### src/rtl/phy_wd_pkg.sv
// Package: shared widths and the counter action code for the PHY ready
// watchdog. Assumes every module takes its widths from these defaults
// unless the top module overrides them.
package phy_wd_pkg;

    localparam int unsigned WD_FIELD_W = 10;  // timeout field width
    localparam int unsigned WD_SHIFT   = 9;   // zero bits below the field

    // What the counter does on the next edge
    typedef enum logic [1:0] {
        WD_LOAD   = 2'd0,   // take the reload value
        WD_DEC    = 2'd1,   // count down by one
        WD_EXPIRE = 2'd2    // last count: reload and raise the request
    } wd_act_e;

endpackage

### src/rtl/phy_wd_ctrl.sv
// Module: decides each cycle whether the counter loads, decrements or
// expires. Assumes `last` is high when the count holds its final unit.
module phy_wd_ctrl
    import phy_wd_pkg::*;
#(
    parameter int unsigned FIELD_W = WD_FIELD_W
) (
    input  logic [FIELD_W-1:0] field,
    input  logic               enable,
    input  logic               ready,
    input  logic               last,
    output wd_act_e            act
);

    logic armed;

    // Armed only with enable set and a non-zero field
    always_comb armed = enable && (field != '0);

    // Pick the counter action: hold off while disarmed or ready
    always_comb begin
        if (!armed || ready) begin
            act = WD_LOAD;
        end else if (last) begin
            act = WD_EXPIRE;
        end else begin
            act = WD_DEC;
        end
    end

endmodule

### src/rtl/phy_wd_counter.sv
// Module: down counter of the watchdog. Holds the remaining number of
// ready-low edges. Assumes the reload value is non-zero whenever the
// action is DEC or EXPIRE.
module phy_wd_counter
    import phy_wd_pkg::*;
#(
    parameter int unsigned CNT_W = WD_FIELD_W + WD_SHIFT
) (
    input  logic             clk,
    input  logic             rst_n,
    input  logic [CNT_W-1:0] reload,
    input  wd_act_e          act,
    output logic             last
);

    logic [CNT_W-1:0] count;

    // Load, count down or reload after expiry
    always_ff @(posedge clk) begin
        if (!rst_n) begin
            count <= reload;
        end else begin
            case (act)
                WD_DEC:  count <= count - CNT_W'(1);
                default: count <= reload;
            endcase
        end
    end

    // Flag the final unit so the next low edge expires
    always_comb last = (count == CNT_W'(1));

endmodule

### src/rtl/phy_wd_report.sv
// Module: registers the one-cycle PHY reset request and the sticky
// expiry flag. Assumes `expire` is high for one cycle per timeout.
module phy_wd_report (
    input  logic clk,
    input  logic rst_n,
    input  logic expire,
    output logic req,
    output logic seen
);

    // Register the request so it is glitch-free and one cycle wide
    always_ff @(posedge clk) begin
        if (!rst_n) begin
            req <= 1'b0;
        end else begin
            req <= expire;
        end
    end

    // Set the sticky flag on the first request, clear only by reset
    always_ff @(posedge clk) begin
        if (!rst_n) begin
            seen <= 1'b0;
        end else if (req) begin
            seen <= 1'b1;
        end
    end

endmodule

### src/rtl/phy_rdy_watchdog.sv
// Module: PHY ready watchdog, top level. Counts transmit clocks while the
// PHY ready input is low and asks for a PHY reset once the timeout
// (field x 2^SHIFT) has run out. Assumes the configuration inputs are
// already synchronous to clk.
module phy_rdy_watchdog
    import phy_wd_pkg::*;
#(
    parameter int unsigned FIELD_W = WD_FIELD_W,
    parameter int unsigned SHIFT   = WD_SHIFT
) (
    input  logic               clk,
    input  logic               rst_n,
    input  logic [FIELD_W-1:0] cfg_timeout,
    input  logic               cfg_enable,
    input  logic               phy_ready,
    output logic               phy_reset_req,
    output logic               timeout_seen
);

    localparam int unsigned CNT_W = FIELD_W + SHIFT;

    logic [CNT_W-1:0] reload;
    logic             last;
    wd_act_e          act;

    // Place the field above SHIFT zero bits
    always_comb reload = {cfg_timeout, {SHIFT{1'b0}}};

    phy_wd_ctrl #(.FIELD_W(FIELD_W)) u_ctrl (
        .field  (cfg_timeout),
        .enable (cfg_enable),
        .ready  (phy_ready),
        .last   (last),
        .act    (act)
    );

    phy_wd_counter #(.CNT_W(CNT_W)) u_cnt (
        .clk    (clk),
        .rst_n  (rst_n),
        .reload (reload),
        .act    (act),
        .last   (last)
    );

    phy_wd_report u_rep (
        .clk    (clk),
        .rst_n  (rst_n),
        .expire (act == WD_EXPIRE),
        .req    (phy_reset_req),
        .seen   (timeout_seen)
    );

endmodule

### config.mk
export PLATFORM = sky130hd
export DESIGN_NAME = phy_rdy_watchdog
export DESIGN_NICKNAME = d
export VERILOG_FILES = /design/src/rtl/phy_wd_pkg.sv /design/src/rtl/phy_wd_ctrl.sv /design/src/rtl/phy_wd_counter.sv /design/src/rtl/phy_wd_report.sv /design/src/rtl/phy_rdy_watchdog.sv
export SDC_FILE = /design/constraint.sdc
export NUM_CORES = 1
export LEC_CHECK = 0
export ABC_AREA = 1
export BUFFER_PORTS_ARGS = -buffer_cell sky130_fd_sc_hd__buf_2
export CAP_MARGIN = 20
export CORE_AREA = 10 10 76 78
export CTS_CLUSTER_DIAMETER = 40
export DETAILED_ROUTE_END_ITERATION = 8
export DIE_AREA = 0 0 86 88
export GPL_ROUTABILITY_DRIVEN = 0
export SLEW_MARGIN = 20
export SYNTH_ARGS = -nofsm -noshare
export SYNTH_HDL_FRONTEND = slang
export SYNTH_SLANG_ARGS = --single-unit
### constraint.sdc
create_clock -name clk -period 1.51 [get_ports clk]
set_input_delay 0.151 -clock clk [delete_from_list [all_inputs] [get_ports clk]]
set_output_delay 0.151 -clock clk [all_outputs]
set_load 0.02 [all_outputs]
==> run summary, run 1 <==
status -> complete, no violations
NetSw -> 0.417 mW
nature of the critical path startpoint -> register
Setup WS post-layout -> 100 ps
root buf cell -> clkbuf_8
Final Max Slew Viols -> 0
P_int -> 0.954 mW
first-pass GRT wire length -> 5180 microns
Reg2Reg Capture Point -> u_cnt.count[14]
crit-path cells -> inv_1 > buf_4 > ha_4 > nand2_4 > nor2_4 > buf_4 > nand2_1 > nor2_2 > o21ai_2 > nand2_1
Final Cycle Share -> 93.3%
combinational power share -> 27.8%
syn nets -> 200
clk slew on worst S/H paths -> 80 ps
DP HPWL -> 2400 microns
Crit Path Category -> reg -> reg
worst setup path startpoint -> u_cnt.count[1]
Num CTS Buffers -> 3
Seq/Total Area, Yosys -> 33.7%
Post-Synthesis Cells -> 184
Core Util, Final -> 39.0%
Clock Tree Buf Depth -> 2
dpl ws -> -282 ps
vias per cell -> 4.27
Synth warnings -> 0
Mapped Area -> 0.00125 sq mm
WL/cell -> 10.7 microns
Area growth, synth to finish -> 34.1%
CP Max Fanout -> 4
IO Port Bufs -> 15
reg-to-reg setup timing slack -> 100 ps
Critical R2R Launch -> u_cnt.count[1]
final hold vios -> 0
Iteration-0 DRC Markers -> 56
critical path capture point type -> register
clk_skew -> 2.25 ps
Yosys reg bits -> 21
Avg Inst Size Synth -> 6.78 sq um
Final nets -> 247
Skew-Pair Late Insertion Delay -> 260 ps
Design Area, Final -> 0.00167 sq mm
FF-to-FF path depth -> 10
ANT cells -> 0
DRC -> 0
DP Area -> 0.00156 sq mm
Clk pwr share -> 27.7%
critical path's slowest cell -> dfxtp_1
chip height -> 88 microns
FMAX -> 0.709 GHz
vias in the first global route -> 1,202
critical path arrival -> 1570 ps
First-pass DRT Iterations -> 4
via count -> 1,205
Flop pwr share -> 44.5%
CTS sink cnt -> 21
antenna-violating nets left -> 0
sw frac -> 30.4%
CP endpoint -> u_cnt.count[14]
CP peak stage delay -> 340 ps
initial antenna violation count -> 0
HP Class -> in -> reg
Max Cap Viol -> 0
row cnt -> 24
Worst-Margin Slew -> 367 ps
Worst slew margin -> 75.4%
Power Dens Cells -> 819 mW/mm^2
worst hold slack -> 93.8 ps
grt ovf -> 0
worst ir drop on vdd -> 0.000279 V
Req. time, crit path -> 1670 ps
Core Area -> 0.00429 sq mm
pin count of the biggest net entering global routing -> 19
min Tclk post-route -> 1410 ps
Die W -> 86 microns
final setup fails -> 0
Tot GR Track Use -> 8.34%
ratio of cells with drive above 1 in the final layout -> 33.0%
I/O pins -> 16
CTS tree -> done
Initial Util -> 29.1%
H-tree levels -> 1
Netlist cell types -> 25
leakage -> 0.818 nW
Hold Buf Count CTS -> 0
final WL -> 3030 microns
die area -> 0.00757 sq mm
## cells in the final DEF (no fill, tap or decap), types with 2 or more instances in the layout
cell / instances
xnor2_1: 4
buf_4: 29
xor2_1: 2
nand2_2: 2
nand3_1: 7
nand2_1: 53
nand3_2: 2
nand3b_1: 4
nor2_1: 32
nor2_4: 5
a21oi_1: 4
buf_2: 15
o21ai_0: 2
nand4_1: 5
nor2_2: 10
clkbuf_8: 3
inv_1: 15
nand2_4: 2
dfxtp_1: 21
o21ai_2: 3
## registers in the layout, indices dropped and copies added, names as in the netlist
name / count
u_cnt.count: 19
u_rep.req: 1
u_rep.seen: 1
## how the worst min path moves through the flow
stage / end / startpoint / slack, ps / cells after the start
3_5_place_dp: u_cnt.count[9] / cfg_timeout[0] / 370 / 3
2_1_floorplan: u_cnt.count[17] / cfg_timeout[8] / 250 / 2
6_report: u_cnt.count[9] / cfg_timeout[0] / 90 / 3
4_1_cts: u_cnt.count[9] / cfg_timeout[0] / 90 / 3
5_1_grt: u_cnt.count[11] / cfg_timeout[2] / 100 / 3
3_3_place_gp: u_cnt.count[9] / cfg_timeout[0] / 370 / 3
## area by class of cell
class / count / area (sq um)
fill: 469 / 2620
timing repair buffer: 44 / 293
multi-input combinational: 144 / 783
tap: 52 / 65.1
inverter: 17 / 66.3
clock buffer: 4 / 45.0
sequential: 21 / 420
## logic make-up after synthesis
family                     Yosys count  synth area share [%]
xor gates and xnor gates             6                  4.21
adders and majority gates            2                  2.01
buffers and inverters               19                  7.62
AOI/OAI and AO/OA                   11                  5.72
and+or+nand+nor                    125                  46.7
DFF                                 21                  33.7
## repair_timing
action                                  CTS  global route
endpoints found under the setup margin   10            19
buffers inserted                          1             1
pin swaps                                 1             3
resized for setup                         8             6
## power groups by stage
stage,combinational (mW),clock [mW],sequential (mW)
floorplan,0.216,0,0.625
detailed placement,0.349,0,0.622
finish,0.382,0.379,0.609
global placement,0.348,0,0.621
CTS,0.369,0.392,0.609
global route,0.430,0.403,0.613
## synth_stat cells, drive strengths merged
cell | count | area [sq um]
a21oi | 4 | 20.0
xor2 | 2 | 17.5
nor2 | 47 | 216
dfxtp | 21 | 420
or2 | 1 | 6.26
nand4 | 5 | 31.3
buf | 2 | 31.3
and2 | 1 | 6.26
ha | 2 | 25.0
o21bai | 1 | 7.51
o21a | 1 | 7.51
xnor2 | 4 | 35.0
o21ai | 5 | 36.3
nand3b | 4 | 30.0
nand2 | 58 | 238
inv | 17 | 63.8
nand3 | 9 | 55.1
## critical path, delay by kind of cell (launching register included)
family	cells	cell delay [ps]
AO/OA/AOI/OAI	1	130
adder cells (fa/ha/maj)	1	160
buffers and inverters	3	340
flip-flops	1	340
AND/OR/NAND/NOR	5	360
## routing by layer
metal | wire, microns | track usage [%]
met1 | 1420 | 9.85
met2 | 1450 | 14.4
met3 | 63 | 0.836
met4 | 89 | 4.64
met5 | 0 | 0
## metrics by stage
step	TNS, ps	power, mW	cells
final	0	1.37	282
after global routing	-2.72	1.45	282
after CTS	0	1.37	281
after detailed placement	-2100	0.971	276
after global placement	-1700	0.970	276
after floorplan	0	0.841	184
Note: power is estimated with default switching activity, not from simulation.
==> inputs of run 2 (changes only) <==
PLACE_DENSITY_LB_ADDON = 0.2   (was default)
==> run 2 against run 1 <==
Net effect: clock power barely moved; die area unchanged; first-iteration DRC count shrank 23%; worst setup slack improved by 45 ps; non-clock buffer count rose by 9; global-route usage grew 0.42 points; count of clock-buffer cells in the layout stayed put; highest routed layer unchanged.
==> run summary, run 2 (synthesis results as in run 1) <==
Core Util, Final -> 40.9% (was 39.0%)
Final nets -> 257 (was 247)
Skew-Pair Late Insertion Delay -> 260 ps (about the same)
initial antenna violation count -> 0 (unchanged)
Design Area, Final -> 0.00176 sq mm (was 0.00167 sq mm)
max reg flops -> 19 (unchanged)
Worst-Margin Slew -> 577 ps (was 367 ps)
via count -> 1,232 (was 1,205)
HP Class -> in -> reg (unchanged)
RSZ-0062 raised after global routing -> false
DRC -> 0 (unchanged)
clk_skew -> 1.85 ps (was 2.25 ps)
IO Port Bufs -> 15 (unchanged)
Area growth, synth to finish -> 40.8% (was 34.1%)
die area -> 0.00757 sq mm (unchanged)
Req. time, crit path -> 1670 ps (about the same)
grt ovf -> 0 (unchanged)
min Tclk post-route -> 1360 ps (was 1410 ps)
final hold vios -> 0 (unchanged)
most frequent standard cell in the layout excluding fill and tap cells -> nand2_1 (unchanged)
ANT cells -> 0 (unchanged)
post-route total power -> 1.39 mW (was 1.37 mW)
largest registers -> u_cnt.count (19), u_rep.req (1), u_rep.seen (1) (unchanged)
CTS tree -> done (unchanged)
Biggest register -> u_cnt.count (unchanged)
Die W -> 86 microns (unchanged)
FMAX -> 0.733 GHz (was 0.709 GHz)
I/O pins -> 16 (unchanged)
CTS sink cnt -> 21 (unchanged)
worst ir drop on vdd -> 0.000276 V (was 0.000279 V)
Max Cap Viol -> 0 (unchanged)
Crit Path Category -> reg -> reg (unchanged)
Tot GR Track Use -> 8.76% (was 8.34%)
nature of the critical path startpoint -> register (unchanged)
root buf cell -> clkbuf_8 (unchanged)
DP Area -> 0.00163 sq mm (was 0.00156 sq mm)
final setup fails -> 0 (unchanged)
status -> complete, no violations (unchanged)
Worst slew margin -> 61.4% (was 75.4%)
FILL cells -> 481 (was 469)
Clock Tree Buf Depth -> 2 (unchanged)
pin count of the biggest net entering global routing -> 19 (unchanged)
Initial Util -> 29.1% (unchanged)
Power Dens Cells -> 792 mW/mm^2 (was 819 mW/mm^2)
DP HPWL -> 2450 microns (was 2400 microns)
Iteration-0 DRC Markers -> 43 (was 56)
CP Max Fanout -> 6 (was 4)
most frequent cells in the layout -> 52 x nand2_1, 38 x buf_4, 32 x nor2_1 (was 53 x nand2_1, 32 x nor2_1, 29 x buf_4)
final WL -> 3080 microns (was 3030 microns)
Num CTS Buffers -> 3 (unchanged)
chip height -> 88 microns (unchanged)
clk slew on worst S/H paths -> 80 ps (about the same)
Multi-input gate area -> 800 sq um (was 783 sq um)
vias per cell -> 4.22 (was 4.27)
critical path arrival -> 1530 ps (was 1570 ps)
Hold Buf Count CTS -> 0 (unchanged)
vias in the first global route -> 1,255 (was 1,202)
antenna-violating nets left -> 0 (unchanged)
Final Cycle Share -> 90.4% (was 93.3%)
First-pass DRT Iterations -> 4 (unchanged)
Final Max Slew Viols -> 0 (unchanged)
row cnt -> 24 (unchanged)
leakage -> 0.865 nW (was 0.818 nW)
ratio of cells with drive above 1 in the final layout -> 36.3% (was 33.0%)
critical path capture point type -> register (unchanged)
H-tree levels -> 1 (unchanged)
first-pass GRT wire length -> 5360 microns (was 5180 microns)
FF+latch area -> 420 sq um (unchanged)
Core Area -> 0.00429 sq mm (unchanged)
WL/cell -> 10.6 microns (was 10.7 microns)
## run 2: metrics by stage
stage	setup TNS [ps]	hold WS [ps]	worst slack, ps	cells
4_1_cts	0	95.8	7.26	290
3_5_place_dp	-1910	370	-273	285
6_report	0	97.2	145	292
5_1_grt	0	107	3.55	292
3_3_place_gp	-1580	367	-197	285
2_1_floorplan	0	254	239	184
## run 2: repair_timing
action	in CTS	in global routing
gates cloned	0	1
resized for setup	6	10
setup buffers	1	1
setup endpoints to repair	9	9
pin swaps	1	3
## run 2: routing by layer
layer	wire (microns)	GRT usage, %	vias up
met2	1450	14.2	15
met1	1480	10.7	520
met4	67	4.49	0
met3	85	1.76	7
met5	0	0	-
li1	-	-	690
## run 2: critical path, cell delays in order, from the launching register on
cell	delay (ps)
dfxtp_1	320
buf_4	150
inv_4	70
ha_4	150
nand2_4	70
nor2_4	150
inv_1	80
o21ai_1	120
nand2_1	60
nand2_1	50
nand2_1	40
## run 2: path summary, 6_finish.rpt
kind | cells past startpoint | start | to | slack, ps
hold reg to reg | 1 | u_rep.req | u_rep.seen | 470
setup / recovery | 10 | u_cnt.count[0] | u_cnt.count[10] | 150
setup reg to reg | 10 | u_cnt.count[0] | u_cnt.count[10] | 150
hold / removal | 3 | cfg_timeout[4] | u_cnt.count[13] | 100
## run 2: final cells by class
type,count,share of cell area (%)
inverter,17,3.77
sequential,21,23.9
timing repair buffer,53,20.5
tap,52,3.70
multi-input combinational,145,45.5
clock buffer,4,2.56
## run 2: power by group
part	leakage (nW)	switching, mW	internal (mW)	total [mW]
Clock	0.0228	0.193	0.188	0.381
Combinational	0.669	0.209	0.194	0.403
Sequential	0.174	0.0207	0.587	0.607
Total	0.865	0.423	0.969	1.39
